===== src/rtl/dramc_pkg.sv =====
package dramc_pkg;

    typedef enum logic [2:0] {
        ST_IDLE,
        ST_ACT,
        ST_COL,
        ST_OPEN,
        ST_PRE,
        ST_REF
    } seq_state_e;

    typedef enum logic [1:0] {
        PIN_ROW,
        PIN_COL,
        PIN_REFROW
    } pin_sel_e;

    function automatic int max3(int a, int b, int c);
        int m;
        m = (a > b) ? a : b;
        return (m > c) ? m : c;
    endfunction

    function automatic int cnt_bits(int n);
        return (n < 2) ? 1 : $clog2(n);
    endfunction

endpackage


===== src/rtl/dramc_refresh_timer.sv =====
module dramc_refresh_timer #(
    parameter int REF_INTERVAL = 390,
    parameter int ROW_BITS     = 8
) (
    input  logic                clk,
    input  logic                rst,
    input  logic                ref_ack,
    input  logic                ref_done,
    output logic                ref_pend,
    output logic [ROW_BITS-1:0] ref_row,
    output logic                ref_overrun
);
    import dramc_pkg::*;

    localparam int TW = cnt_bits(REF_INTERVAL);
    localparam logic [TW-1:0] LAST = TW'(REF_INTERVAL - 1);

    logic [TW-1:0] tcnt;
    logic          tick;

    assign tick = (tcnt == LAST);

    always_ff @(posedge clk) begin
        if (rst) begin
            tcnt <= '0;
        end else if (tick) begin
            tcnt <= '0;
        end else begin
            tcnt <= tcnt + 1'b1;
        end
    end

    always_ff @(posedge clk) begin
        if (rst) begin
            ref_pend    <= 1'b0;
            ref_overrun <= 1'b0;
        end else if (tick) begin
            ref_pend <= 1'b1;
            if (ref_pend && !ref_ack) begin
                ref_overrun <= 1'b1;
            end
        end else if (ref_ack) begin
            ref_pend <= 1'b0;
        end
    end

    always_ff @(posedge clk) begin
        if (rst) begin
            ref_row <= '0;
        end else if (ref_done) begin
            ref_row <= ref_row + 1'b1;
        end
    end

endmodule


===== src/rtl/dramc_addr_mux.sv =====
module dramc_addr_mux #(
    parameter int ROW_BITS = 8,
    parameter int COL_BITS = 8,
    parameter int PIN_W    = 8
) (
    input  dramc_pkg::pin_sel_e  sel,
    input  logic [ROW_BITS-1:0]  row,
    input  logic [COL_BITS-1:0]  col,
    input  logic [ROW_BITS-1:0]  ref_row,
    output logic [PIN_W-1:0]     pins
);
    import dramc_pkg::*;

    logic [PIN_W-1:0] row_w;
    logic [PIN_W-1:0] col_w;
    logic [PIN_W-1:0] ref_w;

    generate
        if (PIN_W > ROW_BITS) begin : g_row_pad
            assign row_w = {{(PIN_W-ROW_BITS){1'b0}}, row};
            assign ref_w = {{(PIN_W-ROW_BITS){1'b0}}, ref_row};
        end else begin : g_row_full
            assign row_w = row;
            assign ref_w = ref_row;
        end
        if (PIN_W > COL_BITS) begin : g_col_pad
            assign col_w = {{(PIN_W-COL_BITS){1'b0}}, col};
        end else begin : g_col_full
            assign col_w = col;
        end
    endgenerate

    always_comb begin
        case (sel)
            PIN_COL:    pins = col_w;
            PIN_REFROW: pins = ref_w;
            default:    pins = row_w;
        endcase
    end

endmodule


===== src/rtl/dramc_seq.sv =====
module dramc_seq #(
    parameter int ROW_BITS = 8,
    parameter int COL_BITS = 8,
    parameter int DATA_W   = 16,
    parameter int T_ROW    = 4,
    parameter int T_COL    = 1,
    parameter int T_PRE    = 2
) (
    input  logic                     clk,
    input  logic                     rst,
    input  logic                     cpu_valid,
    input  logic                     cpu_write,
    input  logic [ROW_BITS-1:0]      cpu_row,
    input  logic [COL_BITS-1:0]      cpu_col,
    input  logic [DATA_W-1:0]        cpu_wdata,
    output logic                     cpu_ready,
    output logic [DATA_W-1:0]        cpu_rdata,
    output logic                     cpu_rvalid,
    input  logic                     ref_pend,
    output logic                     ref_ack,
    output logic                     ref_done,
    output logic                     ras_n,
    output logic                     cas_n,
    output logic                     we_n,
    output dramc_pkg::pin_sel_e      pin_sel,
    output logic [ROW_BITS-1:0]      open_row,
    output logic [COL_BITS-1:0]      act_col,
    output logic [DATA_W-1:0]        act_wdata,
    input  logic [DATA_W-1:0]        dram_rdata,
    output dramc_pkg::seq_state_e    st
);
    import dramc_pkg::*;

    localparam int CW = cnt_bits(max3(T_ROW, T_COL, T_PRE)) + 1;
    localparam logic [CW-1:0] LD_ROW = CW'(T_ROW - 1);
    localparam logic [CW-1:0] LD_COL = CW'(T_COL - 1);
    localparam logic [CW-1:0] LD_PRE = CW'(T_PRE - 1);

    logic [CW-1:0] cnt;
    logic          act_we;
    logic          have_req;
    logic          accept;
    logic          hit;
    logic          cnt_end;

    assign cpu_ready = ((st == ST_IDLE) || (st == ST_OPEN)) && !ref_pend;
    assign accept    = cpu_valid && cpu_ready;
    assign hit       = (cpu_row == open_row);
    assign cnt_end   = (cnt == '0);
    assign ref_ack   = (st == ST_IDLE) && ref_pend;
    assign ref_done  = (st == ST_REF) && cnt_end;

    always_ff @(posedge clk) begin
        if (rst) begin
            st         <= ST_IDLE;
            cnt        <= '0;
            open_row   <= '0;
            act_col    <= '0;
            act_wdata  <= '0;
            act_we     <= 1'b0;
            have_req   <= 1'b0;
            cpu_rvalid <= 1'b0;
            cpu_rdata  <= '0;
        end else begin
            cpu_rvalid <= 1'b0;
            case (st)
                ST_IDLE: begin
                    if (ref_pend) begin
                        st  <= ST_REF;
                        cnt <= LD_ROW;
                    end else if (accept) begin
                        act_col   <= cpu_col;
                        act_wdata <= cpu_wdata;
                        act_we    <= cpu_write;
                        open_row  <= cpu_row;
                        st        <= ST_ACT;
                        cnt       <= LD_ROW;
                    end
                end
                ST_OPEN: begin
                    if (ref_pend) begin
                        st       <= ST_PRE;
                        cnt      <= LD_PRE;
                        have_req <= 1'b0;
                    end else if (accept) begin
                        act_col   <= cpu_col;
                        act_wdata <= cpu_wdata;
                        act_we    <= cpu_write;
                        if (hit) begin
                            st  <= ST_COL;
                            cnt <= LD_COL;
                        end else begin
                            open_row <= cpu_row;
                            have_req <= 1'b1;
                            st       <= ST_PRE;
                            cnt      <= LD_PRE;
                        end
                    end
                end
                ST_ACT: begin
                    if (cnt_end) begin
                        st  <= ST_COL;
                        cnt <= LD_COL;
                    end else begin
                        cnt <= cnt - 1'b1;
                    end
                end
                ST_COL: begin
                    if (cnt_end) begin
                        st <= ST_OPEN;
                        if (!act_we) begin
                            cpu_rvalid <= 1'b1;
                            cpu_rdata  <= dram_rdata;
                        end
                    end else begin
                        cnt <= cnt - 1'b1;
                    end
                end
                ST_PRE: begin
                    if (cnt_end) begin
                        if (have_req) begin
                            have_req <= 1'b0;
                            st       <= ST_ACT;
                            cnt      <= LD_ROW;
                        end else begin
                            st <= ST_IDLE;
                        end
                    end else begin
                        cnt <= cnt - 1'b1;
                    end
                end
                ST_REF: begin
                    if (cnt_end) begin
                        st       <= ST_PRE;
                        cnt      <= LD_PRE;
                        have_req <= 1'b0;
                    end else begin
                        cnt <= cnt - 1'b1;
                    end
                end
                default: begin
                    st <= ST_IDLE;
                end
            endcase
        end
    end

    always_comb begin
        ras_n   = !((st == ST_ACT) || (st == ST_COL) || (st == ST_OPEN) || (st == ST_REF));
        cas_n   = !(st == ST_COL);
        we_n    = !((st == ST_COL) && act_we);
        case (st)
            ST_COL:  pin_sel = PIN_COL;
            ST_REF:  pin_sel = PIN_REFROW;
            default: pin_sel = PIN_ROW;
        endcase
    end

endmodule


===== src/rtl/pagemode_dram_ctrl.sv =====
module pagemode_dram_ctrl #(
    parameter int ROW_BITS     = 8,
    parameter int COL_BITS     = 8,
    parameter int DATA_W       = 16,
    parameter int T_ROW        = 4,
    parameter int T_COL        = 1,
    parameter int T_PRE        = 2,
    parameter int REF_INTERVAL = 390,
    localparam int ADDR_W      = ROW_BITS + COL_BITS,
    localparam int PIN_W       = (ROW_BITS > COL_BITS) ? ROW_BITS : COL_BITS
) (
    input  logic              clk,
    input  logic              rst,
    input  logic              cpu_valid,
    output logic              cpu_ready,
    input  logic              cpu_write,
    input  logic [ADDR_W-1:0] cpu_addr,
    input  logic [DATA_W-1:0] cpu_wdata,
    output logic [DATA_W-1:0] cpu_rdata,
    output logic              cpu_rvalid,
    output logic              dram_ras_n,
    output logic              dram_cas_n,
    output logic              dram_we_n,
    output logic [PIN_W-1:0]  dram_addr,
    output logic [DATA_W-1:0] dram_wdata,
    input  logic [DATA_W-1:0] dram_rdata,
    output logic              ref_overrun
);
    import dramc_pkg::*;

    logic                ref_pend;
    logic                ref_ack;
    logic                ref_done;
    logic [ROW_BITS-1:0] ref_row;
    logic [ROW_BITS-1:0] open_row;
    logic [COL_BITS-1:0] act_col;
    pin_sel_e            pin_sel;
    seq_state_e          st;

    dramc_refresh_timer #(
        .REF_INTERVAL (REF_INTERVAL),
        .ROW_BITS     (ROW_BITS)
    ) u_timer (
        .clk         (clk),
        .rst         (rst),
        .ref_ack     (ref_ack),
        .ref_done    (ref_done),
        .ref_pend    (ref_pend),
        .ref_row     (ref_row),
        .ref_overrun (ref_overrun)
    );

    dramc_seq #(
        .ROW_BITS (ROW_BITS),
        .COL_BITS (COL_BITS),
        .DATA_W   (DATA_W),
        .T_ROW    (T_ROW),
        .T_COL    (T_COL),
        .T_PRE    (T_PRE)
    ) u_seq (
        .clk        (clk),
        .rst        (rst),
        .cpu_valid  (cpu_valid),
        .cpu_write  (cpu_write),
        .cpu_row    (cpu_addr[ADDR_W-1:COL_BITS]),
        .cpu_col    (cpu_addr[COL_BITS-1:0]),
        .cpu_wdata  (cpu_wdata),
        .cpu_ready  (cpu_ready),
        .cpu_rdata  (cpu_rdata),
        .cpu_rvalid (cpu_rvalid),
        .ref_pend   (ref_pend),
        .ref_ack    (ref_ack),
        .ref_done   (ref_done),
        .ras_n      (dram_ras_n),
        .cas_n      (dram_cas_n),
        .we_n       (dram_we_n),
        .pin_sel    (pin_sel),
        .open_row   (open_row),
        .act_col    (act_col),
        .act_wdata  (dram_wdata),
        .dram_rdata (dram_rdata),
        .st         (st)
    );

    dramc_addr_mux #(
        .ROW_BITS (ROW_BITS),
        .COL_BITS (COL_BITS),
        .PIN_W    (PIN_W)
    ) u_mux (
        .sel     (pin_sel),
        .row     (open_row),
        .col     (act_col),
        .ref_row (ref_row),
        .pins    (dram_addr)
    );

endmodule


===== config.mk =====
export PLATFORM = sky130hd
export DESIGN_NAME = pagemode_dram_ctrl
export DESIGN_NICKNAME = d
export VERILOG_FILES = /design/src/rtl/dramc_pkg.sv /design/src/rtl/dramc_refresh_timer.sv /design/src/rtl/dramc_addr_mux.sv /design/src/rtl/dramc_seq.sv /design/src/rtl/pagemode_dram_ctrl.sv
export SDC_FILE = /design/constraint.sdc
export NUM_CORES = 1
export LEC_CHECK = 0
export BUFFER_PORTS_ARGS = -buffer_cell sky130_fd_sc_hd__buf_2
export CAP_MARGIN = 25
export CORE_AREA = 2 2 101 103
export DETAILED_ROUTE_END_ITERATION = 12
export DIE_AREA = 0 0 103 105
export HOLD_SLACK_MARGIN = 0.12
export PLACE_DENSITY = 0.6
export REMOVE_ABC_BUFFERS = 1
export SLEW_MARGIN = 15
export SYNTH_ARGS = -nofsm -noshare
export SYNTH_HDL_FRONTEND = slang
export SYNTH_HIERARCHICAL = 1
export SYNTH_SLANG_ARGS = --single-unit

===== constraint.sdc =====
create_clock -name clk -period 1.81 [get_ports clk]
set_input_delay 0 -clock clk [delete_from_list [all_inputs] [get_ports clk]]
set_output_delay 0 -clock clk [all_outputs]
set_load 0.1 [all_outputs]

==> impl_metrics.ini, run 1 <==
[power]
p_clk_share_pct = 19.9
p_switching_mw = 3.67
p_seq_share_pct = 26.6
ir_worst_vdd_v = 0.000981
comb_power_share_pct = 53.6
power_mw = 8.03
power_density_mw_per_mm2 = 1510
p_sw_share_pct = 45.7
power.internal_mw = 4.36
leakage_nw = 2.17

[final_layout]
nFillCells = 864
final_cell_mix = nand2_1, buf_2, dfxtp_1
area_growth_pct = 51.9
num-nets-final = 653
drive_gt1_share_pct = 32.6
fin_util_pct = 55.2
seq_area_mm2 = 0.00153
multi_input_area_mm2 = 0.00193
final_common_cell = nand2_1
antenna-diode-count = 0
stdcell_area_mm2 = 0.00532
instances_no_fill = 732

[sta]
fin_crit_ns = 1.84
rsz0062_at_grt = yes
maxSlewHeadroom_pct = 66.3
final.period_utilization_pct = 102
setup_viol = 4
worst_slack_ns = -0.0298
fmax_mhz = 544
fin_skew_ns = 0.0113
hold_viol = 0
tightest_slew_ns = 0.508
final_max_slew_viol_count = 0

[placement]
place_area_mm2 = 0.00436
dp_hpwl_um = 6640
routabilityCongestion = 0.825
dp_slack_ns = 0.0411
numPortBuffers = 97
dpl.cell_count = 662

[die]
die_x_um = 103
initial_core_util_pct = 36.4
ios = 98
die_h_um = 105
placeableCoreArea_mm2 = 0.00964
rows = 36
dieArea_mm2 = 0.0108

[synthesis]
synth_edf_count = 0
syn-cell-area_mm2 = 0.00350
synth_cell_type_count = 52
syn_inst = 433
ys_warn_count = 6
syn_area_per_cell_um2 = 8.09
synth-seq-cells = 76
ys_seq_area_share_pct = 43.4
ys_dominant_reg_cell = dfxtp_1
async_reset_ff_share_pct = 0

[critical_path]
reg2reg_from = u_seq/st[0]$_SDFFE_PP0P_
regToRegEndpoint = u_seq/cnt[0]$_SDFFE_PP0P_
cp.required_ns = 1.81
worst_setup_path_end_kind = output pin
crit_start = u_seq/st[2]$_SDFFE_PP0P_
critPathLaunchType = flop
crit_arrival_ns = 1.84
critical_path_class = flop to output pin
r2r_setup_slack_ns = 0.15
r2r_cells = 8
endpoint = dram_addr[6]
cp_max_fo = 6

[outcome]
status = complete, but fails checks
violations = setup timing

[worst_hold_path]
holdCritPathClass = input port to flop

[routing]
vias = 3588
wl_um = 10200
vias_per_cell = 4.90
post_drt_wl_per_cell_um = 14.0
remaining_drc_errors = 0
ant_nets = 0
drt_iter0_drc = 194
drtPass1Iterations = 5

[global_routing]
grt_max_degree = 30
grt_pass1_wl_um = 16700
grt_antenna_before_repair = 0
grtUsageTotal_pct = 19.4
overflow = 0
grt_pass1_vias = 3509

[cts]
clk_pin_slew_ns = 0.09
clock-sinks = 76
cts_buffers = 9
cts_tree = built
h-tree-depth = 3
clk_path_buf_depth = 2
cts_root_buf = clkbuf_8
clk_latency_ns = 0.36

[run]
maxCapViolCount = 0
-- synthesized netlist by cell type, types with 3 or more instances --
master	count	share of area [%]
clkbuf_1	10	1.1
xnor2_1	3	0.75
a22oi_1	10	2.1
xor2_1	12	3.0
nand3_1	6	0.86
mux2i_1	5	1.4
dfxtp_1	76	43
a21oi_1	53	7.6
o21ai_1	3	0.43
o21ai_0	23	3.3
nor2_1	28	3.0
nand4_1	4	0.71
buf_6	4	1.3
nor3_1	4	0.57
nand2_1	113	12
or3_1	8	1.4
ha_1	7	2.5
nor4_2	3	1.1
buf_4	7	1.5
a21oi_2	4	1.0
buf_2	6	0.86
inv_1	9	0.96
-- worst min-delay path by stage --
stage	startpoint	slack [ns]	depth (start not counted)	to
final	cpu_valid	0.14	5	u_seq/open_row[7]$_SDFFE_PP0P_
after global routing	cpu_valid	0.16	5	u_seq/open_row[3]$_SDFFE_PP0P_
after CTS	cpu_valid	0.13	5	u_seq/st[2]$_SDFFE_PP0P_
after detailed placement	dram_rdata[5]	0.25	3	u_seq/cpu_rdata[5]$_SDFFE_PP0P_
after global placement	cpu_wdata[14]	0.24	3	u_seq/act_wdata[14]$_SDFFE_PP0P_
after floorplan	rst	0.07	1	u_seq/act_col[0]$_SDFFE_PP0P_
-- power groups by stage --
stage / logic (mW) / registers, mW / clock network, mW
floorplan: 1.83 / 2.89 / 0
global placement: 3.80 / 2.13 / 0
detailed placement: 3.82 / 2.14 / 0
CTS: 4.12 / 2.12 / 1.63
global route: 4.56 / 2.17 / 1.70
finish: 4.30 / 2.13 / 1.60
-- area by class of cell --
cell class                      instances  share of cell area [%]
Timing Repair Buffer                  177                    26.4
Inverter                               11                   0.799
Sequential cell                        76                    28.7
Tap cell                              133                    3.13
Clock buffer                            9                    2.33
Clock inverter                          7                    2.30
Multi-Input combinational cell        319                    36.3
-- registers in the layout, summed over array words and instances, names as in the netlist --
name	flops
u_seq/act_col	8
u_seq/act_wdata	16
u_seq/act_we	1
u_seq/cnt	3
u_seq/cpu_rdata	16
u_seq/cpu_rvalid	1
u_seq/have_req	1
u_seq/open_row	8
u_seq/st	3
u_timer/ref_overrun	1
u_timer/ref_pend	1
u_timer/ref_row	8
u_timer/tcnt	9
-- worst max-delay path, cell delays in order (launching register included) --
cell and delay (ns):
dfxtp_4 0.36, nor2b_4 0.13, and2_4 0.17, ha_4 0.31, buf_6 0.12, nand2_2 0.05, o21ai_2 0.05, buf_4 0.13
buf_12 0.16
-- timing repair --
item | CTS | global route
endpoints found under the hold margin | 52 | 0
hold buffers | 50 | 0
pin swaps | 4 | 13
setup endpoints to repair | 8 | 26
gates resized for setup | 34 | 22
buffers inserted | 7 | 1
gates cloned | 0 | 0
-- metrics by stage --
stage / hold slack (ns) / TNS, ns
detailed placement: 0.246 / 0
global route: 0.162 / -0.670
global placement: 0.240 / 0
floorplan: 0.0691 / -23.56
CTS: 0.134 / -0.125
finish: 0.142 / -0.0617
-- metal layers --
metal,vias up,wire (µm),GRT usage (%)
li1,1792,-,-
met1,1684,4270,23.0
met4,0,357,10.4
met3,27,331,3.34
met2,85,5270,32.6
met5,-,0,0
-- logic make-up (layout without fill, tap and decap cells) --
kind of cell / count (synthesis) / count (layout) / share of synthesized area (%)
AOI/OAI and AO/OA: 107 / 107 / 18.3
and+or+nand+nor: 184 / 184 / 24.2
xor gates and xnor gates: 16 / 16 / 4.21
muxes: 5 / 5 / 1.43
DFF: 76 / 76 / 43.4
adders and majority gates: 7 / 7 / 2.50
buffers and inverters: 38 / 204 / 5.93
(Power assumes the default switching activity.)
==> run 2, diff against run 1 <==
--- a/config.mk
+++ b/config.mk
@@ -7,11 +7,11 @@
 export LEC_CHECK = 0
 export BUFFER_PORTS_ARGS = -buffer_cell sky130_fd_sc_hd__buf_2
 export CAP_MARGIN = 25
-export CORE_AREA = 2 2 101 103
+export CORE_AREA = 2 2 104 106
 export DETAILED_ROUTE_END_ITERATION = 12
-export DIE_AREA = 0 0 103 105
+export DIE_AREA = 0 0 106 108
 export HOLD_SLACK_MARGIN = 0.12
-export PLACE_DENSITY = 0.6
+export PLACE_DENSITY = 0.57
 export REMOVE_ABC_BUFFERS = 1
 export SLEW_MARGIN = 15
 export SYNTH_ARGS = -nofsm -noshare
==> run 2 against run 1 <==
  * The flow still finishes with violations (setup timing)
  * First-iteration DRC count fell by 10%
  * Highest routed layer unchanged
  * Total power fell by 3.6%
  * Sequential share of layout area grew 0.61 points
  * Sequential power about the same
  * Flip-flop and latch count is the same
  * Clock skew shrank 0.0036 ns
  * Worst setup slack lost 0.0034 ns
  * Non-clock buffer count decreased by 10
  * Count of clock-buffer cells in the layout stayed put
  * Global-route usage down 2.0 points
==> impl_metrics.ini, run 2 (synthesized netlist as in run 1, its figures left out) <==
[routing]
vias_per_cell = 4.85
wl_um = 9880
vias = 3516
post_drt_wl_per_cell_um = 13.6
drt-met1-wl_um = 4160
top_layer = met4
ant_nets = 0
dr_wl_met2_um = 5190
routed-wl-met3_um = 360
drt_iter0_drc = 174
remaining_drc_errors = 0
drtPass1Iterations = 5

[global_routing]
grt_antenna_before_repair = 0
grt_pass1_vias = 3457
grt_pass1_wl_um = 16200
grt_max_degree = 29
overflow = 0
grtUsageTotal_pct = 17.4

[sta]
fmax_mhz = 543
fin_crit_ns = 1.84
final.period_utilization_pct = 102
final_max_slew_viol_count = 0
fin_skew_ns = 0.00768
rsz0062_at_grt = yes
worst_slack_ns = -0.0332
setup_viol = 5
hold_viol = 0
tightest_slew_ns = 0.541
fin_tns_setup_ns = -0.0692
maxSlewHeadroom_pct = 63.9

[critical_path]
worst_setup_path_end_kind = output pin
regToRegEndpoint = u_seq/st[2]$_SDFFE_PP0P_
crit_arrival_ns = 1.84
r2r_setup_slack_ns = 0.09
critPathLaunchType = flop
cp_max_fo = 8
r2r_cells = 8
critical_path_class = flop to output pin
cp.required_ns = 1.81
reg2reg_from = u_seq/cnt[0]$_SDFFE_PP0P_
crit_start = u_seq/st[2]$_SDFFE_PP0P_
endpoint = dram_addr[7]

[final_layout]
final_cell_mix = nand2_1, buf_2, dfxtp_1
area_growth_pct = 49.1
final_common_cell = nand2_1
num-nets-final = 643
antenna-diode-count = 0
largestRegisters = u_seq/act_wdata: 16 flops, u_seq/cpu_rdata: 16 flops, u_timer/tcnt: 9 flops
drive_gt1_share_pct = 31.7

[cts]
clk_pin_slew_ns = 0.09
cts_root_buf = clkbuf_8
cts_tree = built
clk_latency_ns = 0.34
h-tree-depth = 3
clock-sinks = 76
clk_path_buf_depth = 2
cts_buffers = 9

[placement]
routabilityCongestion = 0.855
numPortBuffers = 97
dp_hpwl_um = 6500

[outcome]
violations = setup timing
status = complete, but fails checks

[worst_hold_path]
holdCritPathClass = input port to flop

[die]
initial_core_util_pct = 34.3
dieArea_mm2 = 0.0114
placeableCoreArea_mm2 = 0.0102
die_h_um = 108
rows = 37
die_x_um = 106
ios = 98

[run]
maxCapViolCount = 0

[power]
power_mw = 7.74
ir_worst_vdd_v = 0.00105
leakage_nw = 2.12
power_density_mw_per_mm2 = 1480
==> run 2: power by group <==
part	total (mW)	internal, mW	switching [mW]
registers	2.14	1.94	0.196
logic	4.15	1.37	2.78
clock network	1.45	0.789	0.660
total	7.74	4.11	3.63
==> run 2: worst min path at each step <==
stage              startpoint                               end  slack (ns)  cells after the start
2_1_floorplan             rst     u_seq/act_col[0]$_SDFFE_PP0P_        0.07                      1
3_3_place_gp      cpu_addr[3]     u_seq/act_col[3]$_SDFFE_PP0P_        0.24                      3
3_5_place_dp   dram_rdata[15]  u_seq/cpu_rdata[15]$_SDFFE_PP0P_        0.25                      3
4_1_cts             cpu_valid         u_seq/act_we$_SDFFE_PP0P_        0.12                      4
5_1_grt                   rst   u_seq/act_wdata[1]$_SDFFE_PP0P_        0.14                      2
6_report                  rst  u_seq/act_wdata[13]$_SDFFE_PP0P_        0.14                      2
==> run 2: final cells by class <==
class	count	area [µm²]
inverter	11	42.5
multi-input combinational	319	1920
clock inverter	7	98.8
timing repair buffer	167	1340
tap	136	170
clock buffer	9	124
sequential	76	1530
fill	950	5000
==> run 2: worst max-delay path: stages (launching register included) <==
cell and delay (ns):
dfxtp_4 0.38, nor2b_4 0.15, and2_4 0.16, inv_1 0.06, ha_4 0.21, a22oi_2 0.17
o21ai_2 0.08, buf_4 0.14, buf_12 0.15
==> run 2: through the flow <==
step           setup slack, ns  utilization, %  area, µm²  cells  hold WS, ns
2_1_floorplan            -2.16               -       3340    406       0.0691
3_3_place_gp            0.0498            42.4       4340    661        0.240
3_5_place_dp            0.0411            42.4       4340    661        0.246
4_1_cts                -0.0494            50.6       5180    726        0.123
5_1_grt                 -0.104            51.1       5230    725        0.143
6_report               -0.0332            51.1       5230    725        0.140
==> run 2: layer usage <==
metal / GRT usage, % / vias to the layer above
met5: 0 / -
met4: 6.11 / 0
met3: 3.32 / 18
met2: 31.4 / 88
met1: 20.6 / 1637
li1: - / 1773
==> run 2: repair_timing <==
item	4_1_cts	5_1_grt
gates cloned	0	0
pin swaps	4	9
hold endpoints to repair	49	0
hold buffers	49	0
gates resized for setup	40	13
endpoints found under the setup margin	9	27
setup buffers	5	1
